===== src/rtl/pwm_evgen_pkg.sv =====
package pwm_evgen_pkg;
   localparam int unsigned ACT_W   = 2;
   localparam int unsigned NUM_EVT = 6;
   localparam int unsigned CFG_W   = ACT_W * NUM_EVT;
   localparam int unsigned NUM_OUT = 2;

   // event slots, which are also field positions inside an action word
   localparam int unsigned EV_ZERO = 0;
   localparam int unsigned EV_LOAD = 1;
   localparam int unsigned EV_AUP  = 2;
   localparam int unsigned EV_ADN  = 3;
   localparam int unsigned EV_BUP  = 4;
   localparam int unsigned EV_BDN  = 5;

   typedef enum logic [ACT_W-1:0] {
      ACT_KEEP = 2'b00,
      ACT_FLIP = 2'b01,
      ACT_LOW  = 2'b10,
      ACT_HIGH = 2'b11
   } act_e;

   typedef logic [NUM_EVT-1:0] evt_vec_t;
   typedef logic [CFG_W-1:0]   cfg_t;
endpackage


===== src/rtl/pwm_evgen_qual.sv =====
module pwm_evgen_qual
   import pwm_evgen_pkg::*;
(
   input  logic     mode_updown,
   input  logic     dir_up,
   input  logic     evt_zero,
   input  logic     evt_load,
   input  logic     evt_cmpa,
   input  logic     evt_cmpb,
   output evt_vec_t evts
);
   logic going_up;

   // down-only mode never reports an up-direction compare
   assign going_up = mode_updown & dir_up;

   always_comb begin
      evts          = '0;
      evts[EV_ZERO] = evt_zero;
      evts[EV_LOAD] = evt_load;
      evts[EV_AUP]  = evt_cmpa &  going_up;
      evts[EV_ADN]  = evt_cmpa & ~going_up;
      evts[EV_BUP]  = evt_cmpb &  going_up;
      evts[EV_BDN]  = evt_cmpb & ~going_up;
   end
endmodule


===== src/rtl/pwm_evgen_chan.sv =====
module pwm_evgen_chan
   import pwm_evgen_pkg::*;
#(
   parameter bit CMPB_FIRST = 1'b0
)(
   input  logic     clk,
   input  logic     rst_n,
   input  evt_vec_t evts,
   input  cfg_t     cfg,
   output logic     level
);
   // scan order from lowest to highest rank, the last hit wins
   localparam int unsigned ORD_A [NUM_EVT] =
      '{EV_ZERO, EV_LOAD, EV_BUP, EV_BDN, EV_AUP, EV_ADN};
   localparam int unsigned ORD_B [NUM_EVT] =
      '{EV_ZERO, EV_LOAD, EV_AUP, EV_ADN, EV_BUP, EV_BDN};

   logic [ACT_W-1:0] win_code;
   logic             level_nxt;

   generate
      if (CMPB_FIRST) begin : g_bfirst
         always_comb begin
            win_code = ACT_KEEP;
            for (int i = 0; i < NUM_EVT; i++) begin
               if (evts[ORD_B[i]] && (cfg[ACT_W*ORD_B[i] +: ACT_W] != ACT_KEEP))
                  win_code = cfg[ACT_W*ORD_B[i] +: ACT_W];
            end
         end
      end else begin : g_afirst
         always_comb begin
            win_code = ACT_KEEP;
            for (int i = 0; i < NUM_EVT; i++) begin
               if (evts[ORD_A[i]] && (cfg[ACT_W*ORD_A[i] +: ACT_W] != ACT_KEEP))
                  win_code = cfg[ACT_W*ORD_A[i] +: ACT_W];
            end
         end
      end
   endgenerate

   always_comb begin
      unique case (win_code)
         ACT_FLIP: level_nxt = ~level;
         ACT_LOW:  level_nxt = 1'b0;
         ACT_HIGH: level_nxt = 1'b1;
         default:  level_nxt = level;
      endcase
   end

   always_ff @(posedge clk or negedge rst_n) begin
      if (!rst_n) level <= 1'b0;
      else        level <= level_nxt;
   end
endmodule


===== src/rtl/pwm_evgen.sv =====
module pwm_evgen
   import pwm_evgen_pkg::*;
#(
   parameter bit CMPB_FIRST = 1'b0
)(
   input  logic             clk,
   input  logic             rst_n,
   input  logic             mode_updown,
   input  logic             dir_up,
   input  logic             evt_zero,
   input  logic             evt_load,
   input  logic             evt_cmpa,
   input  logic             evt_cmpb,
   input  logic [CFG_W-1:0] cfg_a,
   input  logic [CFG_W-1:0] cfg_b,
   output logic             pwm_a,
   output logic             pwm_b
);
   if (ACT_W != 2)            $error("pwm_evgen: action codes must be 2 bits");
   if (CFG_W != NUM_EVT * 2)  $error("pwm_evgen: action word width mismatch");
   if (NUM_OUT != 2)          $error("pwm_evgen: exactly two outputs supported");

   evt_vec_t evts;
   cfg_t     cfg_arr [NUM_OUT];
   logic     lvl_arr [NUM_OUT];

   assign cfg_arr[0] = cfg_a;
   assign cfg_arr[1] = cfg_b;

   pwm_evgen_qual i_qual (
      .mode_updown (mode_updown),
      .dir_up      (dir_up),
      .evt_zero    (evt_zero),
      .evt_load    (evt_load),
      .evt_cmpa    (evt_cmpa),
      .evt_cmpb    (evt_cmpb),
      .evts        (evts)
   );

   for (genvar g = 0; g < NUM_OUT; g++) begin : g_chan
      pwm_evgen_chan #(.CMPB_FIRST(CMPB_FIRST)) i_chan (
         .clk   (clk),
         .rst_n (rst_n),
         .evts  (evts),
         .cfg   (cfg_arr[g]),
         .level (lvl_arr[g])
      );
   end

   assign pwm_a = lvl_arr[0];
   assign pwm_b = lvl_arr[1];
endmodule


===== config.mk =====
export PLATFORM = sky130hd
export DESIGN_NAME = pwm_evgen
export DESIGN_NICKNAME = d
export VERILOG_FILES = /design/src/rtl/pwm_evgen_pkg.sv /design/src/rtl/pwm_evgen_qual.sv /design/src/rtl/pwm_evgen_chan.sv /design/src/rtl/pwm_evgen.sv
export SDC_FILE = /design/constraint.sdc
export NUM_CORES = 1
export LEC_CHECK = 0
export ABC_AREA = 1
export BUFFER_PORTS_ARGS = -buffer_cell sky130_fd_sc_hd__buf_2
export CAP_MARGIN = 40
export CORE_AREA = 2 2 39 41
export CTS_BUF_LIST = sky130_fd_sc_hd__clkbuf_8
export DETAILED_ROUTE_END_ITERATION = 7
export DIE_AREA = 0 0 41 43
export MAX_ROUTING_LAYER = met4
export PLACE_DENSITY = 0.85
export SYNTH_ARGS = -nofsm -noshare
export SYNTH_HDL_FRONTEND = slang
export SYNTH_SLANG_ARGS = --single-unit

===== constraint.sdc =====
create_clock -name clk -period 1.8 [get_ports clk]
set_input_delay 0.18 -clock clk [delete_from_list [all_inputs] [get_ports clk]]
set_output_delay 0.18 -clock clk [all_outputs]
set_load 0.02 [all_outputs]

## Word-level counts from Yosys, hierarchy flattened

Cells that the tools add are included.

| operators by class | value |
|---|---|
| eq/ne operators | 6 |
| multiplexer cells | 14 |
| bitwise operators | 8 |
| reduce and logical (&&, ||, !) cells | 26 |

Operator list:

| kind | number |
|---|---|
| $mux W2 | 12 |
| $reduce_bool A2 Y1 | 12 |
| $logic_and A1 B1 Y1 | 12 |
| $eq A2 B2 Y1 const B | 4 |
| $pmux W1 S3 | 2 |
| $reduce_bool A3 Y1 | 2 |
| $and A1 B1 Y1 | 5 |
| $eq A2 B1 Y1 const B | 2 |
| $not A1 Y1 | 3 |

| word-level totals | value |
|---|---|
| register bits | 2 |
| output and inout port bits | 2 |
| logic and storage cells | 56 |

## Depth between registers and ports, before layout

Gate-level depths: netlist of run 1.

| logic depth | value |
|---|---|
| word-level depth | 10 |
| mapped depth | 14 |

## Cells and area by module

Synthesis of run 1 repeated with hierarchy kept, for this count alone.

| unflattened totals | value |
|---|---|
| cell total of the unflattened synthesis | 103 |
| area total of the unflattened synthesis | 561.8 um2 |

Modules (own cells, without submodules):

| module | instances | cells each | area each (um2) | seq. area each (um2) |
|---|---|---|---|---|
| pwm_evgen_chan | 2 | 47 | 259.0 | 25.0 |
| pwm_evgen_qual | 1 | 9 | 43.8 | 0.0 |

## Worst setup path after synthesis of run 1

OpenSTA, ideal clock, no wires.

| timing | value |
|---|---|
| path type | input port to flip-flop |
| start | input mode_updown |
| end | register g_chan[0].i_chan.level |
| setup time | 0.113 ns |
| arrival | 0.994 ns |
| required time | 1.687 ns |
| slack | 0.693 ns |
| cell stages on the path | 12 |
| buffers on the path | 0 |
| cell sequence | nand2_2 > inv_2 > nor2_4 > nand2_1 > nand2_1 > nand2_1 > nand2_1 > nand2_2 > a21oi_2 > nand2_1 > nand2_1 > inv_1 |

| between the ends | value |
|---|---|
| longest elaborated chain between the ends | 9 |
| elaborated cells between the ends (all ways) | 19 |
| those cells by class | eq/ne (3); mux (5); bitwise (6); reduce/logical (5) |

Ends and longest elaborated chain:

| item | RTL line | source |
|---|---|---|
| start, declared | pwm_evgen.sv:8 | `input logic mode_updown,` |
| $and A1 B1 Y1 (*) | pwm_evgen_qual.sv:15 | `assign going_up = mode_updown & dir_up;` |
| $and A1 B1 Y1 or $not A1 Y1 (tied branches) | pwm_evgen_qual.sv:23, pwm_evgen_qual.sv:22, pwm_evgen_qual.sv:24 |  |
| $logic_and A1 B1 Y1 or $and A1 B1 Y1 (tied branches) | pwm_evgen_chan.sv:34, pwm_evgen_qual.sv:24 |  |
| $mux W2 or $logic_and A1 B1 Y1 (tied branches) | pwm_evgen_chan.sv:34 | `if (evts[ORD_A[i]] && (cfg[ACT_W*ORD_A[i] +: ACT_W] != ACT_KEEP))` |
| $mux W2 (2 in series) | pwm_evgen_chan.sv:34 |  |
| $mux W2 (*) | pwm_evgen_chan.sv:34 |  |
| $eq A2 B2 Y1 or $eq A2 B1 Y1 (tied branches) | pwm_evgen_chan.sv:42 | `unique case (win_code)` |
| $pmux W1 S3 or $reduce_bool A3 Y1 (tied branches) | n/a |  |
| end signal, assigned | pwm_evgen_chan.sv:52 | `else level <= level_nxt;` |
| end, declared | pwm_evgen_chan.sv:10 | `output logic level` |

Mark *: on every way between the ends. The rest lies on a longest branch, timed or not.
A chain may end at the register's enable or synchronous reset.

## Worst setup path in the final report of run 1

| timing | value |
|---|---|
| start | input cfg_a[3] |
| end | register g_chan[0].i_chan.level |

| between the ends | value |
|---|---|
| longest elaborated chain between the ends | 9 |
| elaborated cells between the ends (all ways) | 12 |
| those cells by class | eq/ne (3); mux (6); reduce/logical (3) |

Ends and longest elaborated chain:

| item | RTL line | source |
|---|---|---|
| start, declared | pwm_evgen.sv:14 | `input logic [CFG_W-1:0] cfg_a,` |
| $reduce_bool A2 Y1 | pwm_evgen_chan.sv:34 |  |
| $logic_and A1 B1 Y1 | pwm_evgen_chan.sv:34 |  |
| $mux W2 (*) (5 in series) | pwm_evgen_chan.sv:34 |  |
| $eq A2 B2 Y1 or $eq A2 B1 Y1 (tied branches) | pwm_evgen_chan.sv:42 |  |
| $pmux W1 S3 or $reduce_bool A3 Y1 (tied branches) | n/a |  |

Marks and branches as above.

==> out/metrics.cfg, run 1 <==
[cells_and_area]
num-fill-cells=138
antenna_cells=0
largest_reg_flops=2
reg_top3=g_chan.i_chan.level x2
syn2layout_area_growth_pct=47.7
regMostFlops=g_chan.i_chan.level
nets=166
layout-drive-gt1-share_pct=39.4
finalNonFillerCells=148

[pwr]
p_sw_mw=0.163
power_frac_comb_pct=45.2
pwr-share-seq_pct=14.3
vdd_drop_max_mv=0.392
leakagePower_nw=0.457
sw_frac_of_total_pct=36.6
p_int_mw=0.282
p_per_area_mw_per_mm2=607
p_clk_share_pct=40.5

[cts]
cts_setup_buffers=0
numCtsBuffers=3
htree_levels=1
cts_resized=0
clockBufferDepth=2
clk_pin_slew_ns=0.03
cts_tree=done
cts.sinks=2
clock_latency_ns=0.21
clockRootBuffer=clkbuf_8

[timing]
slew_viol_final=0
fin_skew_ns=0
maxSlewHeadroom_pct=81.0
fmax_mhz=877
post-route-period-util_pct=63.3
hold_violations=0
period_needed_ns=1.14
worstMarginPinSlew_ns=0.284
setup_violations=0
rsz0062_at_grt=false
setup_tns_ns=0

[synth]
synth_cell_types=16
synth_simple_gate_area_share_pct=72.2
yosysTopAreaCell=nand2_1
synth_compound_area_share_pct=11.6
synth_cells=95
synth_edf_count=0
syn-cell-area_um2=495
yosys-top-cells-area=nand2_1, dfrtp_1, nand2_2
ys_warn_count=0
synth.most_common_cell=nand2_1
synth-seq-area-share_pct=10.1
syn_avg_cell_area_um2=5.22
dominantRegCellSynth=dfrtp_1
synth_top_area_share_pct=43.2
synth_top_family_by_area=simple AND/OR/NAND/NOR gates
async_reset_ff_share_pct=100
synth-xor-area-share_pct=0
ys_top_cells_by_count=nand2_1, inv_1, nand2_2, nand3_1, nand3b_1
synth_fp_nets=127
yosys-mux-area-fraction_pct=0
ys_ff_latch=2
yosys.area_share.adder_pct=0

[drt]
drtIter0Drc=13
via_count=684
avgViaCountPerCell=4.62
drc=0
ant_nets=0
drtPass1Iterations=5
wl_per_cell_um=8.88
wirelength_um=1310

[critical_path]
critPathKind=in -> reg
startpoint=cfg_a[3]
cpMostUsedCell=nand2_1
cp-end-kind=register
slowest_delay_ns=0.22
worst-path-buf-inv=2
worst_setup_path_start_kind=input pin
worstPathRequired_ns=1.90
cp_slowest_cell=o21ai_0
crit_family=simple AND/OR/NAND/NOR gates
rr_startpoint=g_chan[0].i_chan.level
crit_arrival_ns=1.24
crit_path_cell_trace=buf_2 > o21ai_0 > nand2_1 > nand3_1 > nand2_1 > nand2_1 > nand2_1 > nand2_1 > nand2_1 > a21boi_1 > nand2_1 > nand2_1 > inv_1
critical_path_peak_fanout=3

[global_routing]
grt_pass1_wl_um=2240
grt_usage_pct=18.7
grt_max_degree=7
gr-total-overflow=0
antenna_found_initial=0
grt_pass1_vias=620

[die]
die_h_um=43
dieArea_mm2=0.00176
dieWidth_um=41
core_area_mm2=0.00138
row_count=14
ios=34
start_util_pct=35.8

[placed_design]
place.gp.congestion=0.764
placedCellCount=144
hpwl_um=1110
port-buffer-count=33

[min_path]
hold_class=in -> async

[run_status]
status=finished, final reports clean

[job]
drv_cap=0

cells in the final DEF (no fill, tap or decap):
master,netlist,layout
a21boi_1,1,1
a21oi_1,1,1
a21oi_2,2,2
buf_2,0,33
clkbuf_8,0,3
dfrtp_1,2,2
dlygate4sd3_1,0,1
inv_1,6,6
inv_2,2,2
nand2_1,57,57
nand2_2,6,6
nand3_1,4,4
nand3b_1,4,4
nor2_2,2,2
nor2_4,1,1
nor2_8,1,1
o21ai_0,2,2
o21ai_2,2,2
or2_1,2,2
final timing paths:
kind / slack [ns] / to / cells after the start
min in group clk: 0.37 / g_chan[1].i_chan.level / 6
hold reg to reg: 0.68 / g_chan[1].i_chan.level / 5
setup / recovery: 0.66 / g_chan[0].i_chan.level / 13
max in group asynchronous: 1.41 / g_chan[0].i_chan.level / 2
setup reg to reg: 0.98 / g_chan[0].i_chan.level / 6
hold / removal: 0.29 / g_chan[1].i_chan.level / 2
power by group through the flow:
stage          logic, mW  clock network [mW]  registers (mW)
6_report           0.201               0.180          0.0634
3_3_place_gp       0.192                   0          0.0630
3_5_place_dp       0.198                   0          0.0627
4_1_cts            0.202               0.181          0.0630
2_1_floorplan      0.113                   0          0.0789
5_1_grt            0.228               0.186          0.0643
cells by family (layout without fill, tap and decap cells):
group	after synthesis	count (layout)
buffers and inverters	8	45
AOI/OAI and AO/OA	8	8
and+or+nand+nor	77	77
DFF	2	2
area by class of cell:
class,instances,area [um^2],share of cell area (%)
Sequential cell,2,50.0,6.84
Timing Repair Buffer,34,175,23.9
Clock buffer,3,41.3,5.64
Inverter,8,30.0,4.10
Tap cell,16,20.0,2.74
Multi-Input combinational cell,85,415,56.8
stage by stage:
stage	hold WS (ns)	setup slack, ns	utilization (%)	power, mW	area (um^2)
2_1_floorplan	-0.116	0.693	-	0.192	495
3_3_place_gp	-0.0347	0.517	49.2	0.255	681
3_5_place_dp	-0.0323	0.455	49.2	0.261	681
4_1_cts	0.290	0.667	52.9	0.446	732
5_1_grt	0.320	0.494	52.9	0.478	732
6_report	0.289	0.660	52.9	0.444	732
worst reg2reg max path: stages, from the launching register on:
cell and delay, ns:
dfrtp_1 0.36, nand2_1 0.11, inv_1 0.05, nand2_1 0.05, nand2_1 0.05, nand2_1 0.06
inv_1 0.03
layer usage:
layer | global-route usage [%] | vias to the layer above | share of wire (%)
met5 | - | - | 0
met4 | 4.00 | 0 | 0.68
met3 | 4.71 | 2 | 7.2
met2 | 30.9 | 21 | 50
met1 | 21.9 | 289 | 42
li1 | - | 372 | -
repair_timing:
action                                  CTS  global route
hold buffers                              1             0
endpoints found under the hold margin     2             0
endpoints found under the setup margin    0             0
No activity file was read; power rests on OpenSTA's default activity.
==> run 2, diff against run 1 <==
--- a/config.mk
+++ b/config.mk
@@ -8,12 +8,12 @@
 export ABC_AREA = 1
 export BUFFER_PORTS_ARGS = -buffer_cell sky130_fd_sc_hd__buf_2
 export CAP_MARGIN = 40
-export CORE_AREA = 2 2 39 41
+export CORE_MARGIN = 2
+export CORE_UTILIZATION = 38
 export CTS_BUF_LIST = sky130_fd_sc_hd__clkbuf_8
 export DETAILED_ROUTE_END_ITERATION = 7
-export DIE_AREA = 0 0 41 43
 export MAX_ROUTING_LAYER = met4
-export PLACE_DENSITY = 0.85
+export PLACE_DENSITY = 0.89
 export SYNTH_ARGS = -nofsm -noshare
 export SYNTH_HDL_FRONTEND = slang
 export SYNTH_SLANG_ARGS = --single-unit
==> constraint.sdc (replaced) <==
create_clock -name clk -period 1 [get_ports clk]
set_input_delay 0.1 -clock clk [delete_from_list [all_inputs] [get_ports clk]]
set_output_delay 0.1 -clock clk [all_outputs]
set_load 0.02 [all_outputs]
==> out/metrics.cfg, run 2 (same netlist as run 1, synthesis figures left out) <==
[cells_and_area]
largest_reg_flops=2
antenna_cells=0
reg_top3=g_chan.i_chan.level x2
final_cell_mix=nand2_1, buf_2, nand2_2
final_common_cell=nand2_1
layout-drive-gt1-share_pct=47.4
multi_input_area_um2=453
syn2layout_area_growth_pct=65.2
regArea_um2=50.0
num-fill-cells=110
design_area_um2=818
regMostFlops=g_chan.i_chan.level
nets=169
finalNonFillerCells=150

[placed_design]
port-buffer-count=33
place_area_um2=692
hpwl_um=1090
place.gp.congestion=0.718
placedCellCount=144

[global_routing]
grt_usage_pct=21.1
gr-total-overflow=0
grt_max_degree=7
grt_pass1_vias=615
antenna_found_initial=0
grt_pass1_wl_um=2280

[critical_path]
cp-end-kind=register
critical_path_peak_fanout=2
worstPathRequired_ns=1.10
crit_path_cell_trace=buf_6 > or2_1 > nand2_2 > nand3_2 > nand2_1 > nand2_1 > nand2_1 > nand2_1 > nand2_2 > nand2_2 > nand2_1 > nand2_1 > nand2_1 > inv_1
slowest_delay_ns=0.23
cp_slowest_cell=or2_1
startpoint=cfg_b[9]
r2r_end=g_chan[1].i_chan.level
worstSetupEndpoint=g_chan[1].i_chan.level
crit_arrival_ns=1.13
critPathKind=in -> reg
rr_startpoint=g_chan[1].i_chan.level
cpMostUsedCell=nand2_1
reg2reg_depth=6
worst_setup_path_start_kind=input pin
r2r_slack_ns=0.13

[drt]
avgViaCountPerCell=4.67
ant_nets=0
wirelength_um=1480
via_count=701
wl_per_cell_um=9.89
drtIter0Drc=7
drc=0
drtPass1Iterations=4

[pwr]
p_per_area_mw_per_mm2=1040
p_clk_share_pct=37.6
pwr-share-seq_pct=13.7
vdd_drop_max_mv=1.02
p_int_mw=0.536
leakagePower_nw=0.496
p_sw_mw=0.316
power_frac_comb_pct=48.7
total_power_mw=0.852
sw_frac_of_total_pct=37.1

[timing]
period_needed_ns=1.03
worstMarginPinSlew_ns=0.288
hold_violations=0
fin_skew_ns=0
rsz0062_at_grt=true
setup_violations=2
maxSlewHeadroom_pct=80.8
fmax_mhz=973
post-route-period-util_pct=103
slew_viol_final=0
fin_ws_ns=-0.0276

[die]
core_area_mm2=0.00125
start_util_pct=39.6
row_count=13
dieArea_mm2=0.00161
die_h_um=40.1
dieWidth_um=40.1
ios=34

[run_status]
status=finished with violations
violations=negative setup slack

[cts]
clock_latency_ns=0.20
cts_tree=done
clockRootBuffer=clkbuf_8
htree_levels=1
clockBufferDepth=2
cts.sinks=2
clk_pin_slew_ns=0.03
numCtsBuffers=3

[job]
drv_cap=0

[min_path]
hold_class=in -> async

-- run 2: worst min-delay path by stage --
stage               start                endpoint  depth (start not counted)
finish              rst_n  g_chan[1].i_chan.level                          2
floorplan           rst_n  g_chan[0].i_chan.level                          0
detailed placement  rst_n  g_chan[1].i_chan.level                          1
global route        rst_n  g_chan[1].i_chan.level                          2
global placement    rst_n  g_chan[1].i_chan.level                          1
CTS                 rst_n  g_chan[1].i_chan.level                          2
-- run 2: power by group through the flow --
stage               sequential (mW)  combinational, mW  clock [mW]
global route                  0.118              0.459       0.340
CTS                           0.116              0.391       0.326
detailed placement            0.113              0.365           0
finish                        0.116              0.415       0.320
global placement              0.113              0.352           0
floorplan                     0.142              0.206           0
-- run 2: area by class of cell --
class,instances,area share [%]
Multi-Input combinational cell,85,55.4
Timing Repair Buffer,37,27.2
Sequential cell,2,6.12
Clock buffer,3,5.05
Inverter,8,3.98
Tap cell,15,2.29
-- run 2: timing repair --
action,CTS,global route
gates resized for setup,8,8
pin swaps,16,14
buffers inserted,1,1
hold buffers,1,0
endpoints found under the setup margin,2,2
hold endpoints to repair,2,0
-- run 2: through the flow --
step	setup TNS, ns	utilization, %	hold slack [ns]	setup WS (ns)
after global placement	-0.388	55.2	-0.116	-0.203
after floorplan	-0.0487	-	-0.196	-0.0244
after detailed placement	-0.459	55.2	-0.115	-0.239
after CTS	-0.0376	62.2	0.207	-0.0250
after global routing	-0.243	65.3	0.232	-0.135
final	-0.0341	65.3	0.208	-0.0276
-- run 2: per-layer routing --
metal	track usage (%)	vias up	part of all wire, %
li1	-	380	-
met1	22.4	304	41
met2	39.9	17	56
met3	3.33	0	2.6
met4	5.17	0	0
met5	-	-	0
-- run 2: worst max-delay path, delay by kind of cell --
kind                   cells  cell delay (ns)
buffers and inverters      2             0.14
AND/OR/NAND/NOR           12             0.88
==> run 3, diff against run 2 <==
--- a/config.mk
+++ b/config.mk
@@ -9,11 +9,13 @@
 export BUFFER_PORTS_ARGS = -buffer_cell sky130_fd_sc_hd__buf_2
 export CAP_MARGIN = 40
 export CORE_MARGIN = 2
-export CORE_UTILIZATION = 38
+export CORE_UTILIZATION = 40
 export CTS_BUF_LIST = sky130_fd_sc_hd__clkbuf_8
+export CTS_CLUSTER_SIZE = 20
 export DETAILED_ROUTE_END_ITERATION = 7
 export MAX_ROUTING_LAYER = met4
-export PLACE_DENSITY = 0.89
+export PLACE_DENSITY = 0.9
 export SYNTH_ARGS = -nofsm -noshare
 export SYNTH_HDL_FRONTEND = slang
+export SYNTH_HIERARCHICAL = 1
 export SYNTH_SLANG_ARGS = --single-unit
==> out/metrics.cfg, run 3 <==
[run_status]
status=finished with violations
violations=negative setup slack

[synth]
synth_edf_count=0
yosysTopAreaCell=nand2_1
yosys-top-cells-area=nand2_1, inv_1, dfrtp_1
synth-seq-area-share_pct=8.91
synth_top_area_share_pct=26.1
dominantRegCellSynth=dfrtp_1
ys_ff_latch=2
synth_cells=103
syn_avg_cell_area_um2=5.45
syn-cell-area_um2=562
synth_cell_types=18
yosys-mux-area-fraction_pct=0
ys_top_cells_by_count=nand2_1, inv_1, nand2_2, nand3_1, nor2_1
synth_compound_area_share_pct=23.6
async_reset_ff_share_pct=100
synth-xor-area-share_pct=0
synth_top_family_by_area=simple AND/OR/NAND/NOR gates
ys_warn_count=6
synth_fp_nets=135
synth.most_common_cell=nand2_1
yosys.area_share.adder_pct=0
synth_simple_gate_area_share_pct=51.4

[critical_path]
worstPathRequired_ns=1.10
cp-end-kind=register
rr_startpoint=g_chan[0].i_chan/level
startpoint=mode_updown
worst_setup_path_start_kind=input pin
critical_path_peak_fanout=4
r2r_slack_ns=0.09
crit_arrival_ns=1.20
critPathKind=in -> reg

[cts]
clockBufferDepth=2
numCtsBuffers=3
clk_pin_slew_ns=0.03
cts_tree=done
htree_levels=1
clockRootBuffer=clkbuf_8
cts.sinks=2
clock_latency_ns=0.22

[drt]
via_count=817
drtPass1Iterations=4
wirelength_um=2190
avgViaCountPerCell=5.20
ant_nets=0
wl_per_cell_um=13.9
drtIter0Drc=29
drc=0

[min_path]
hold_class=in -> async

[timing]
period_needed_ns=1.10
slew_viol_final=0
holdWs_ns=0.224
setup_violations=2
fmax_mhz=910
rsz0062_at_grt=true
worstMarginPinSlew_ns=0.253
hold_violations=0
maxSlewHeadroom_pct=83.1
fin_skew_ns=0
fin_ws_ns=-0.0983
post-route-period-util_pct=110
setup_tns_ns=-0.126

[cells_and_area]
antenna_cells=0
syn2layout_area_growth_pct=63.7
num-fill-cells=92
regMostFlops=g_chan.i_chan/level
largest_reg_flops=2
layout-drive-gt1-share_pct=54.2
final_core_util_pct=70.7
finalNonFillerCells=157
nets=176
final_common_cell=nand2_1
final_cell_mix=nand2_1, buf_2, inv_1
reg_top3=g_chan.i_chan/level x2

[placed_design]
port-buffer-count=33
place.gp.congestion=0.836
placedCellCount=150
hpwl_um=1350

[global_routing]
grt_max_degree=7
antenna_found_initial=0
grt_usage_pct=23.2
grt_pass1_wl_um=2940
gr-total-overflow=0
grt_pass1_vias=742

[die]
dieWidth_um=41.5
row_count=13
die_h_um=41.5
start_util_pct=43.2
core_area_mm2=0.00130
dieArea_mm2=0.00172
ios=34

[pwr]
vdd_drop_max_mv=1.11
total_power_mw=0.907
p_per_area_mw_per_mm2=986
leakagePower_nw=0.542

[job]
drv_cap=0

-- run 3: cell types whose count changed after synthesis, sizes merged --
| cell | change |
|---|---|
| nand2 | -18 |
| a21boi | +1 |
| and2 | +2 |
| clkinv | +2 |
| nor2 | +6 |
| buf | +2 |
| inv | +10 |
| a21oi | +3 |
| or2 | -2 |
| nand3b | -2 |
| o21a | +2 |
| nand3 | +2 |
-- run 3: cell families after synthesis --
family	Yosys count
AOI/OAI and AO/OA	14
and+or+nand+nor	65
buffers and inverters	22
DFF	2
-- run 3: through the flow --
step,setup slack [ns],instance area (um^2)
after floorplan,0.00226,573
after global placement,-0.216,749
after detailed placement,-0.316,749
after CTS,0.00263,843
after global routing,-0.115,920
final,-0.0983,920
-- run 3: what timing repair did --
| action | CTS | global route |
|---|---|---|
| buffers inserted | 0 | 3 |
| endpoints found under the setup margin | 2 | 2 |
| hold buffers | 1 | 0 |
| pin swaps | 4 | 18 |
| hold endpoints to repair | 2 | 0 |
| resized for setup | 12 | 14 |
-- run 3: worst max-delay path: stages --
cell and delay [ns]:
buf_12 0.09, nand2_8 0.06, nor2_4 0.19, nand2_2 0.11
buf_4 0.15, inv_2 0.06, nor2_2 0.04, nand2_1 0.06
nand2_1 0.06, nand2_1 0.08, nand2_2 0.06, nand3_1 0.08
nand2_1 0.06
-- run 3: path summary, 6_finish.rpt --
path / end / cells past startpoint
max: g_chan[0].i_chan/level / 13
min: g_chan[0].i_chan/level / 2
max reg2reg: g_chan[0].i_chan/level / 4
min reg2reg: g_chan[1].i_chan/level / 3
max in group asynchronous: g_chan[1].i_chan/level / 2
min in group clk: g_chan[1].i_chan/level / 5
-- run 3: area by class of cell --
| type | instances | area [um^2] | area share [%] |
|---|---|---|---|
| repair buffers | 38 | 248 | 26.9 |
| flip-flops and latches | 2 | 50.0 | 5.44 |
| inverters | 20 | 75.1 | 8.16 |
| clock buffers | 3 | 41.3 | 4.49 |
| well taps | 15 | 18.8 | 2.04 |
| multi-input cells | 79 | 487 | 52.9 |
-- run 3: report_power, final --
group	internal (mW)	total, mW	switching (mW)	leakage (nW)
registers	0.104	0.118	0.0134	0.0236
clock network	0.255	0.329	0.0736	0.0216
logic	0.200	0.460	0.260	0.497
total	0.560	0.907	0.347	0.542
-- run 3: routing by layer --
layer,up-vias,GRT usage (%),wire (um)
li1,390,-,-
met1,375,22.8,835
met2,48,40.3,1140
met3,4,3.04,157
met4,0,18.7,56
met5,-,-,0
